## src/rtl/cfg_spi_pkg.sv

```systemverilog
package cfg_spi_pkg;

  localparam int IDX_W      = 7;
  localparam int BYTE_W     = 8;
  localparam int FRAME_BITS = 1 + IDX_W + BYTE_W;
  localparam int CNT_W      = $clog2(FRAME_BITS + 1);
  localparam int HOLD_W     = FRAME_BITS - 2;
  localparam int IDX_DONE   = 1 + IDX_W;

  typedef struct packed {
    logic              we;
    logic [IDX_W-1:0]  idx;
    logic [BYTE_W-1:0] data;
  } cfg_wr_t;

endpackage

```

## src/rtl/cfg_spi_sync.sv

```systemverilog
module cfg_spi_sync #(
  parameter int          WIDTH   = 1,
  parameter logic [31:0] IDLE    = '0
) (
  input  logic             clk,
  input  logic             rst_n,
  input  logic [WIDTH-1:0] d_async,
  output logic [WIDTH-1:0] q_sync
);

  logic [WIDTH-1:0] meta_q;
  logic [WIDTH-1:0] sync_q;

  for (genvar b = 0; b < WIDTH; b++) begin : g_bit
    always_ff @(posedge clk or negedge rst_n) begin
      if (!rst_n) begin
        meta_q[b] <= IDLE[b];
        sync_q[b] <= IDLE[b];
      end else begin
        meta_q[b] <= d_async[b];
        sync_q[b] <= meta_q[b];
      end
    end
  end

  assign q_sync = sync_q;

endmodule

```

## src/rtl/cfg_spi_frame.sv

```systemverilog
module cfg_spi_frame
  import cfg_spi_pkg::*;
(
  input  logic                    clk,
  input  logic                    rst_n,
  input  logic                    cs_s,
  input  logic                    sck_s,
  input  logic                    sdi_s,
  input  logic [BYTE_W-1:0]       rd_data,
  output logic [IDX_W-1:0]        rd_idx,
  output cfg_wr_t                 wr_req,
  output logic [CNT_W-1:0]        bit_cnt,
  output logic                    sdo,
  output logic                    sdo_oe
);

  logic               sck_prev_q;
  logic [CNT_W-1:0]   cnt_q, cnt_d;
  logic               dir_q, dir_d;
  logic [HOLD_W-1:0]  hold_q, hold_d;
  logic [BYTE_W-1:0]  out_q, out_d;
  logic               oe_q, oe_d;
  cfg_wr_t            wr_q, wr_d;
  logic               sck_rise, sck_fall;
  logic               in_data_out;

  assign sck_rise    = sck_s & ~sck_prev_q & ~cs_s;
  assign sck_fall    = ~sck_s & sck_prev_q & ~cs_s;
  assign in_data_out = (cnt_q > CNT_W'(IDX_DONE)) && (cnt_q < CNT_W'(FRAME_BITS));

  always_comb begin
    cnt_d   = cnt_q;
    dir_d   = dir_q;
    hold_d  = hold_q;
    out_d   = out_q;
    oe_d    = oe_q;
    wr_d    = '0;
    if (cs_s) begin
      cnt_d = '0;
      oe_d  = 1'b0;
    end else begin
      if (sck_rise && (cnt_q < CNT_W'(FRAME_BITS))) begin
        cnt_d = cnt_q + CNT_W'(1);
        if (cnt_q == '0) begin
          dir_d = sdi_s;
        end else begin
          hold_d = {hold_q[HOLD_W-2:0], sdi_s};
        end
        if ((cnt_q == CNT_W'(FRAME_BITS - 1)) && !dir_q) begin
          wr_d.we   = 1'b1;
          wr_d.idx  = hold_q[HOLD_W-1 -: IDX_W];
          wr_d.data = {hold_q[BYTE_W-2:0], sdi_s};
        end
      end
      if (sck_fall) begin
        if ((cnt_q == CNT_W'(IDX_DONE)) && dir_q) begin
          out_d = rd_data;
          oe_d  = 1'b1;
        end else if (in_data_out && oe_q) begin
          out_d = {out_q[BYTE_W-2:0], 1'b0};
        end else if (cnt_q == CNT_W'(FRAME_BITS)) begin
          oe_d = 1'b0;
        end
      end
    end
  end

  always_ff @(posedge clk or negedge rst_n) begin
    if (!rst_n) begin
      sck_prev_q <= 1'b0;
      cnt_q      <= '0;
      dir_q      <= 1'b0;
      hold_q     <= '0;
      out_q      <= '0;
      oe_q       <= 1'b0;
      wr_q       <= '0;
    end else begin
      sck_prev_q <= sck_s;
      cnt_q      <= cnt_d;
      dir_q      <= dir_d;
      hold_q     <= hold_d;
      out_q      <= out_d;
      oe_q       <= oe_d;
      wr_q       <= wr_d;
    end
  end

  assign rd_idx  = hold_q[IDX_W-1:0];
  assign wr_req  = wr_q;
  assign bit_cnt = cnt_q;
  assign sdo     = out_q[BYTE_W-1];
  assign sdo_oe  = oe_q;

endmodule

```

## src/rtl/cfg_spi_bank.sv

```systemverilog
module cfg_spi_bank
  import cfg_spi_pkg::*;
#(
  parameter int NUM_REGS = 5
) (
  input  logic                       clk,
  input  logic                       rst_n,
  input  cfg_wr_t                    wr_req,
  input  logic [IDX_W-1:0]           rd_idx,
  output logic [BYTE_W-1:0]          rd_data,
  output logic [NUM_REGS*BYTE_W-1:0] regs_flat
);

  logic [BYTE_W-1:0] reg_q [NUM_REGS];

  for (genvar r = 0; r < NUM_REGS; r++) begin : g_reg
    logic hit;
    assign hit = wr_req.we && (wr_req.idx == IDX_W'(r));
    always_ff @(posedge clk or negedge rst_n) begin
      if (!rst_n) begin
        reg_q[r] <= '0;
      end else if (hit) begin
        reg_q[r] <= wr_req.data;
      end
    end
    assign regs_flat[r*BYTE_W +: BYTE_W] = reg_q[r];
  end

  always_comb begin
    rd_data = '0;
    for (int r = 0; r < NUM_REGS; r++) begin
      if (rd_idx == IDX_W'(r)) begin
        rd_data = reg_q[r];
      end
    end
  end

endmodule

```

## src/rtl/cfg_spi_regbank.sv

```systemverilog
module cfg_spi_regbank
  import cfg_spi_pkg::*;
#(
  parameter int NUM_REGS = 5
) (
  input  logic                       clk,
  input  logic                       rst_n,
  input  logic                       spi_cs_n,
  input  logic                       spi_sck,
  input  logic                       spi_sdi,
  output logic                       spi_sdo,
  output logic                       spi_sdo_oe,
  output logic [NUM_REGS*BYTE_W-1:0] cfg_q
);

  logic              rst_meta_q;
  logic              rst_core_n;
  logic [2:0]        pins_s;
  logic              cs_s;
  logic              sck_s;
  logic              sdi_s;
  logic [IDX_W-1:0]  rd_idx;
  logic [BYTE_W-1:0] rd_data;
  logic [CNT_W-1:0]  bit_cnt;
  cfg_wr_t           wr_req;

  always_ff @(posedge clk or negedge rst_n) begin
    if (!rst_n) begin
      rst_meta_q <= 1'b0;
      rst_core_n <= 1'b0;
    end else begin
      rst_meta_q <= 1'b1;
      rst_core_n <= rst_meta_q;
    end
  end

  cfg_spi_sync #(
    .WIDTH (3),
    .IDLE  (32'h4)
  ) u_sync (
    .clk     (clk),
    .rst_n   (rst_core_n),
    .d_async ({spi_cs_n, spi_sck, spi_sdi}),
    .q_sync  (pins_s)
  );

  assign cs_s  = pins_s[2];
  assign sck_s = pins_s[1];
  assign sdi_s = pins_s[0];

  cfg_spi_frame u_frame (
    .clk     (clk),
    .rst_n   (rst_core_n),
    .cs_s    (cs_s),
    .sck_s   (sck_s),
    .sdi_s   (sdi_s),
    .rd_data (rd_data),
    .rd_idx  (rd_idx),
    .wr_req  (wr_req),
    .bit_cnt (bit_cnt),
    .sdo     (spi_sdo),
    .sdo_oe  (spi_sdo_oe)
  );

  cfg_spi_bank #(
    .NUM_REGS (NUM_REGS)
  ) u_bank (
    .clk       (clk),
    .rst_n     (rst_core_n),
    .wr_req    (wr_req),
    .rd_idx    (rd_idx),
    .rd_data   (rd_data),
    .regs_flat (cfg_q)
  );

endmodule

```

## config.mk

```make
export PLATFORM = sky130hd
export DESIGN_NAME = cfg_spi_regbank
export DESIGN_NICKNAME = d
export VERILOG_FILES = /design/src/rtl/cfg_spi_pkg.sv /design/src/rtl/cfg_spi_sync.sv /design/src/rtl/cfg_spi_frame.sv /design/src/rtl/cfg_spi_bank.sv /design/src/rtl/cfg_spi_regbank.sv
export SDC_FILE = /design/constraint.sdc
export NUM_CORES = 1
export LEC_CHECK = 0
export ABC_CLOCK_PERIOD_IN_PS = 6110
export BUFFER_PORTS_ARGS = -buffer_cell sky130_fd_sc_hd__clkbuf_2
export CAP_MARGIN = 10
export CORE_UTILIZATION = 40
export CTS_BUF_LIST = sky130_fd_sc_hd__clkbuf_2
export CTS_CLUSTER_DIAMETER = 100
export CTS_CLUSTER_SIZE = 28
export DETAILED_ROUTE_END_ITERATION = 8
export MAX_ROUTING_LAYER = met4
export SLEW_MARGIN = 20
export SYNTH_ARGS = -nofsm -noshare
export SYNTH_HDL_FRONTEND = slang
export SYNTH_SLANG_ARGS = --single-unit
```

## constraint.sdc

```tcl
create_clock -name clk -period 6.11 [get_ports clk]
set_input_delay 0.611 -clock clk [delete_from_list [all_inputs] [get_ports clk]]
set_output_delay 0.611 -clock clk [all_outputs]
set_load 0.005 [all_outputs]
```

# Word level (Yosys, flattened, before mapping)
# Cells that the tools add are included.
[word_totals]
ff_bits = 94
in_bits = 5
out_inout_bits = 42
word_cells = 84
[classes]
n_addsub = 1
n_lt_le_gt_ge = 2
n_eq_ne = 12
muxes = 17
n_bitwise = 8
n_reduce_logical = 22
[op_table]
columns = ["cell", "count"]
rows = [
  ["2-to-1 mux 8 bit", 7],
  ["2-to-1 mux 16 bit", 3],
  ["== test 7 x 2 -> 1 bit (second input constant)", 4],
  ["== test 7 x 1 -> 1 bit (second input constant)", 2],
  ["== test 7 x 3 -> 1 bit (second input constant)", 2],
  ["logical NOT 7 bit", 2],
  ["AND reduction 3 bit", 4],
  ["== test 5 x 4 -> 1 bit (second input constant)", 2],
  ["logical AND 1 bit", 10],
  ["2-to-1 mux 5 bit", 2],
  ["nonzero test 2 bit", 3],
  ["adder 5 x 1 -> 5 bit (second input constant)", 1],
  ["== test 5 bit (second input constant)", 1],
  ["> comparator 5 x 4 -> 1 bit (second input constant)", 1],
  ["logical NOT 5 bit", 1],
  ["less-than comparator 5 bit (second input constant)", 1],
  ["2-to-1 mux 1 bit", 5],
  ["bitwise AND 1 bit", 4],
  ["NOT 1 bit", 4],
  ["!= test 3 x 2 -> 1 bit (second input constant)", 1],
  ["nonzero test 3 bit", 1],
  ["logical NOT 1 bit", 1],
]

# Longest topological paths before layout
[logic_depth]
ltp_word = 7
depth_mapped = 7
ltp_nobuf = 6

# Modules after synthesis
# A second synthesis with hierarchy kept.
[unflattened]
hier_cells = 309
area_unflattened_um2 = 4124.0
[modules_own_cells]
columns = ["mod", "n_inst", "cells_each", "area_per_inst_um2", "seq_area_each_um2"]
rows = [
  ["cfg_spi_frame", 1, 161, 1999.4, 1151.1],
  ["cfg_spi_bank", 1, 139, 1918.1, 1001.0],
  ["cfg_spi_sync", 1, 6, 152.6, 152.6],
  ["cfg_spi_regbank", 1, 3, 53.8, 50.0],
]

# Worst setup path after synthesis
# Ideal clock, no wire load.
[synth_path]
path_kind = "register to register"
start = "register u_frame.wr_q, in the netlist u_frame.wr_req[11]"
end = "register u_bank.reg_q, in the netlist u_bank.regs_flat[24]"
setup_ps = 127
arrival_ps = 1695
t_required_ps = 5983
setup_slack_ps = 4287
stages_incl_launch_ff = 6
path_buffers = 1
synth_period_minus_slack_ps = 1823
cell_sequence = "dfrtp_1 or4_4 nor3_4 and3_1 buf_4 mux2_1"
[synth_via]
elab_chain_cells = 2
[synth_lines]
columns = ["element", "line", "text"]
rows = [
  ["start: declaration", "cfg_spi_frame.sv:23", "cfg_wr_t wr_q, wr_d;"],
  ["start signal: assignment", "cfg_spi_frame.sv:84", "wr_q <= wr_d;"],
  ["== test 7 x 2 -> 1 bit", "cfg_spi_bank.sv:18", "assign hit = wr_req.we && (wr_req.idx == IDX_W'(r));"],
  ["logical AND 1 bit", "cfg_spi_bank.sv:18", ""],
  ["end signal: indexed assignment", "cfg_spi_bank.sv:23", "reg_q[r] <= wr_req.data;"],
  ["end: declaration", "cfg_spi_bank.sv:14", "logic [BYTE_W-1:0] reg_q [NUM_REGS];"],
]
# No other way between the ends.
# A chain may end at the register's enable or synchronous reset.

# Final worst setup path
[layout_path]
start = "register u_frame.cnt_q[0] (netlist: u_frame.bit_cnt[0])"
end = "register u_frame.out_q[7]"
[layout_via]
elab_chain_cells = 5
elab_cells_between_ends = 9
classes_between = "order compare (2); eq/ne (1); mux (1); reduce/logical (5)"
[layout_lines]
columns = ["element", "line", "text"]
rows = [
  ["start: declaration", "cfg_spi_frame.sv:18", "logic [CNT_W-1:0] cnt_q, cnt_d;"],
  ["start signal: assignment", "cfg_spi_frame.sv:79", "cnt_q <= cnt_d;"],
  ["> comparator 5 x 4 -> 1 bit or less-than comparator 5 bit (tied branches)", "cfg_spi_frame.sv:29", "assign in_data_out = (cnt_q > CNT_W'(IDX_DONE)) && (cnt_q < CNT_W'(FRAME_BITS));"],
  ["logical AND 1 bit", "cfg_spi_frame.sv:29", ""],
  ["logical AND 1 bit", "cfg_spi_frame.sv:59", "end else if (in_data_out && oe_q) begin"],
  ["nonzero test 2 bit (no line)", "--", ""],
  ["AND reduction 3 bit (no line)", "--", ""],
  ["end signal: assignment", "cfg_spi_frame.sv:82", "out_q <= out_d;"],
  ["end: declaration", "cfg_spi_frame.sv:21", "logic [BYTE_W-1:0] out_q, out_d;"],
]
# Several ways; a longest one is shown, not always the timed one.

==> results.txt <==
run status - complete, no violations
Leak - 2.17 nW
min-delay worst type - in -> reg
GR Overflow Total - 0
Critical Path AT - 2610 ps
main area contributors after synthesis - dfrtp_1 59%, mux2_2 13%, and2_1 2.4%, mux2i_1 2.3%, mux2_1 2.3%
initial antenna violation count - 0
Max rail drop VDD - 169 uV
P_sw - 0.299 mW
Reg-to-Reg Start - u_frame.bit_cnt[0]$_DFFE_PN0P_
TritonCTS clock tree - yes
Net Count, Synth - 295
worst reg2reg setup slack - 3940 ps
part of the power in registers - 0.611
DRT antenna net count - 0
Hold Startpoint - spi_cs_n
setup ws final - 3940 ps
Slew @ Worst Pin - 887 ps
required time worst endpoint - 6550 ps
RSZ-0062 raised after global routing - false
Slowest Stage Delay on Critical Path - 680 ps
vias per inst - 5.27
die height - 101 um
Synth Warn # - 0
Yosys reg bits - 94
final std cells w/o fill - 468
area leader, netlist - dfrtp_1
Die Wd - 101 um
max-slew violations - 0
Post-CTS Hold Fix Bufs - 1
# Post-CTS Setup Buffers - 0
combinational power share - 0.074
post-DR wirelength/cell - 17.5 um
die area - 0.0102 sq mm
crit path from - u_frame.bit_cnt[0]$_DFFE_PN0P_
ratio of cells with drive above 1 in the final layout - 0.360
Clock Latency Late Sink - 550 ps
Worst Hold End - u_sync.meta_q[2]$_DFF_PN1_
Slew HR - 0.406
# setup viols final - 0
vias in the first global route - 2,510
Synth Area per Inst - 13.7 sq um
CTS clk-pin slew, worst paths - 260 ps
Setup TNS - 0 ps
Tcrit/Tclk final - 0.355
clk sinks - 94
r2r endpoint - u_frame.out_q[7]$_DFFE_PN0P_
switching share of total power - 0.271
CTS Buffer Depth - 2
Synth top area share - 0.586
sequential fraction of the synthesis area - 0.599
Placer Congestion - 0.820
cells resized by post-CTS repair - 0
Layout area overhead - 13.1%
Layout Nets - 342
Filler cells - 879
multi-input combinational cell area - 0.00152 sq mm
total detailed-routing wirelength - 8.21 mm
Core Box Area - 0.00937 sq mm
PnR Total Power - 1.10 mW
H-tree depth - 3
number of remaining DRC errors - 0
Syn Inst Count - 287
worst slack, placed - 3840 ps
critical path endpoint category - register
hold depth - 1
dpl hpwl - 5.45 mm
distinct cell type count after synthesis - 41
critical path type - reg -> reg
DR iter-0 viols - 116
CP Cell Sequence - inv_1 -> ha_1 -> nand2b_1 -> mux2i_1 -> nor2_1 -> a2bb2oi_1
I/O pins - 47
n_diodes - 0
Max-cap violations - 0
power per cell area - 249 mW/mm^2
register area - 0.00236 sq mm
Worst Skew - 47.6 ps
Max Fclk - 462 MHz
crit path time final - 2170 ps
Starting Density - 0.419
GRT Util Overall - 0.185
CTS root buffer - clkbuf_2
CTS buffer count - 9
IO buf count - 46
crit-path max FO - 9
Mapped Area - 0.00393 sq mm
TritonRoute pass-1 iters - 4
# placed instances - 451
first-pass GRT wire length - 13.5 mm
slowest CP cell - mux2i_1
P_int - 0.806 mW
via count - 2,466
clock network power share - 0.315
largest net degree at the start of global routing - 87
reg2reg path depth - 6
# rows - 35
startpoint types - register
Final Hold Viols - 0
[worst max-delay path by stage]
stage | to | slack (ps) | cells after the start
after floorplan | u_bank.regs_flat[0]$_DFFE_PN0P_ | 3300 | 0
after global placement | u_frame.hold_q[2]$_DFFE_PN0P_ | 3850 | 6
after detailed placement | u_frame.hold_q[13]$_DFFE_PN0P_ | 3840 | 6
after CTS | u_frame.hold_q[13]$_DFFE_PN0P_ | 3740 | 6
after global routing | u_frame.out_q[6]$_DFFE_PN0P_ | 3790 | 6
final | u_frame.out_q[7]$_DFFE_PN0P_ | 3940 | 6
[cell families (layout without fill, tap and decap cells)]
family	Yosys count	count (layout)	share of synthesized area
other	1	1	0.000954
AND/OR/NAND/NOR	69	69	0.112
multiplexers	65	65	0.186
adder cells (fa/ha/maj)	3	3	0.00955
AO/OA/AOI/OAI	37	37	0.0707
XOR/XNOR	2	2	0.00446
buffers and inverters	16	68	0.0169
flip-flops	94	94	0.599
[state kept, by name, indices dropped and copies added, names as in the netlist, 3 cells and up]
name / flops
u_frame.out_q: 8
u_frame.wr_req: 16
u_bank.regs_flat: 40
u_sync.q_sync: 3
u_sync.meta_q: 3
u_frame.bit_cnt: 5
u_frame.hold_q: 14
[per-layer routing]
metal,part of all wire,GRT usage,wire length (um),vias to the layer above
li1,-,-,-,1141
met1,0.46,0.236,3740,1269
met2,0.49,0.286,4030,45
met3,0.034,0.0531,283,11
met4,0.019,0.0580,153,0
met5,0,-,0,-
[Yosys cell counts, drive strengths merged]
cell type	count
nor4b	1
o221ai	7
nor3b	2
buf	4
or4bb	7
and2	15
nand4b	1
or2	2
o21ai	3
xnor2	1
clkbuf	8
nor4bb	1
dfstp	2
xor2	1
mux2	55
or4	1
inv	4
a2bb2oi	7
nor2	18
mux2i	9
nand2	6
nand3	1
nand3b	3
o31ai	1
nand2b	4
nor4	1
a211oi	8
dfrtp	92
a21oi	4
nor3	2
conb	1
nand4	1
ha	3
o211ai	7
and3	3
mux4	1
[cell usage in the layout, fill, tap and decap left out, drive strengths merged, types with 3 or more instances in the layout]
master	count
mux2	55
clkinv	4
or4bb	7
nand3b	3
o21ai	3
a21oi	4
inv	5
a2bb2oi	7
nor2	18
and2	15
and3	3
clkbuf	55
o221ai	7
nand2b	4
a211oi	8
nand2	6
o211ai	7
ha	3
mux2i	9
dfrtp	92
[critical path: cells and delay by family (launching register included)]
| family | cells | cell delay (ps) |
|---|---|---|
| buf+inv | 1 | 60 |
| compound gates | 1 | 200 |
| simple gates | 2 | 460 |
| flops | 1 | 470 |
| mux | 1 | 680 |
| fa+ha+maj | 1 | 200 |
[power by group through the flow]
| stage | logic, mW | registers [mW] | clock network (mW) |
|---|---|---|---|
| floorplan | 0.0740 | 0.661 | 0 |
| global placement | 0.0816 | 0.686 | 0 |
| detailed placement | 0.0823 | 0.685 | 0 |
| CTS | 0.0832 | 0.675 | 0.359 |
| global route | 0.0928 | 0.680 | 0.387 |
| finish | 0.0822 | 0.675 | 0.348 |
[stage by stage]
step | util | cell area [sq um] | hold slack (ps)
detailed placement | 0.458 | 4290 | 117
global route | 0.474 | 4450 | 4.04
finish | 0.474 | 4450 | 105
global placement | 0.458 | 4290 | 114
floorplan | - | 3930 | 315
CTS | 0.474 | 4440 | 50.1
[area by class of cell]
type,count,area share
well taps,129,0.0363
inverters,4,0.00338
repair buffers,48,0.0566
clock buffers,9,0.0101
clock inverters,7,0.0217
flip-flops and latches,94,0.531
multi-input cells,177,0.341
Power figures use the tool's default switching activity.
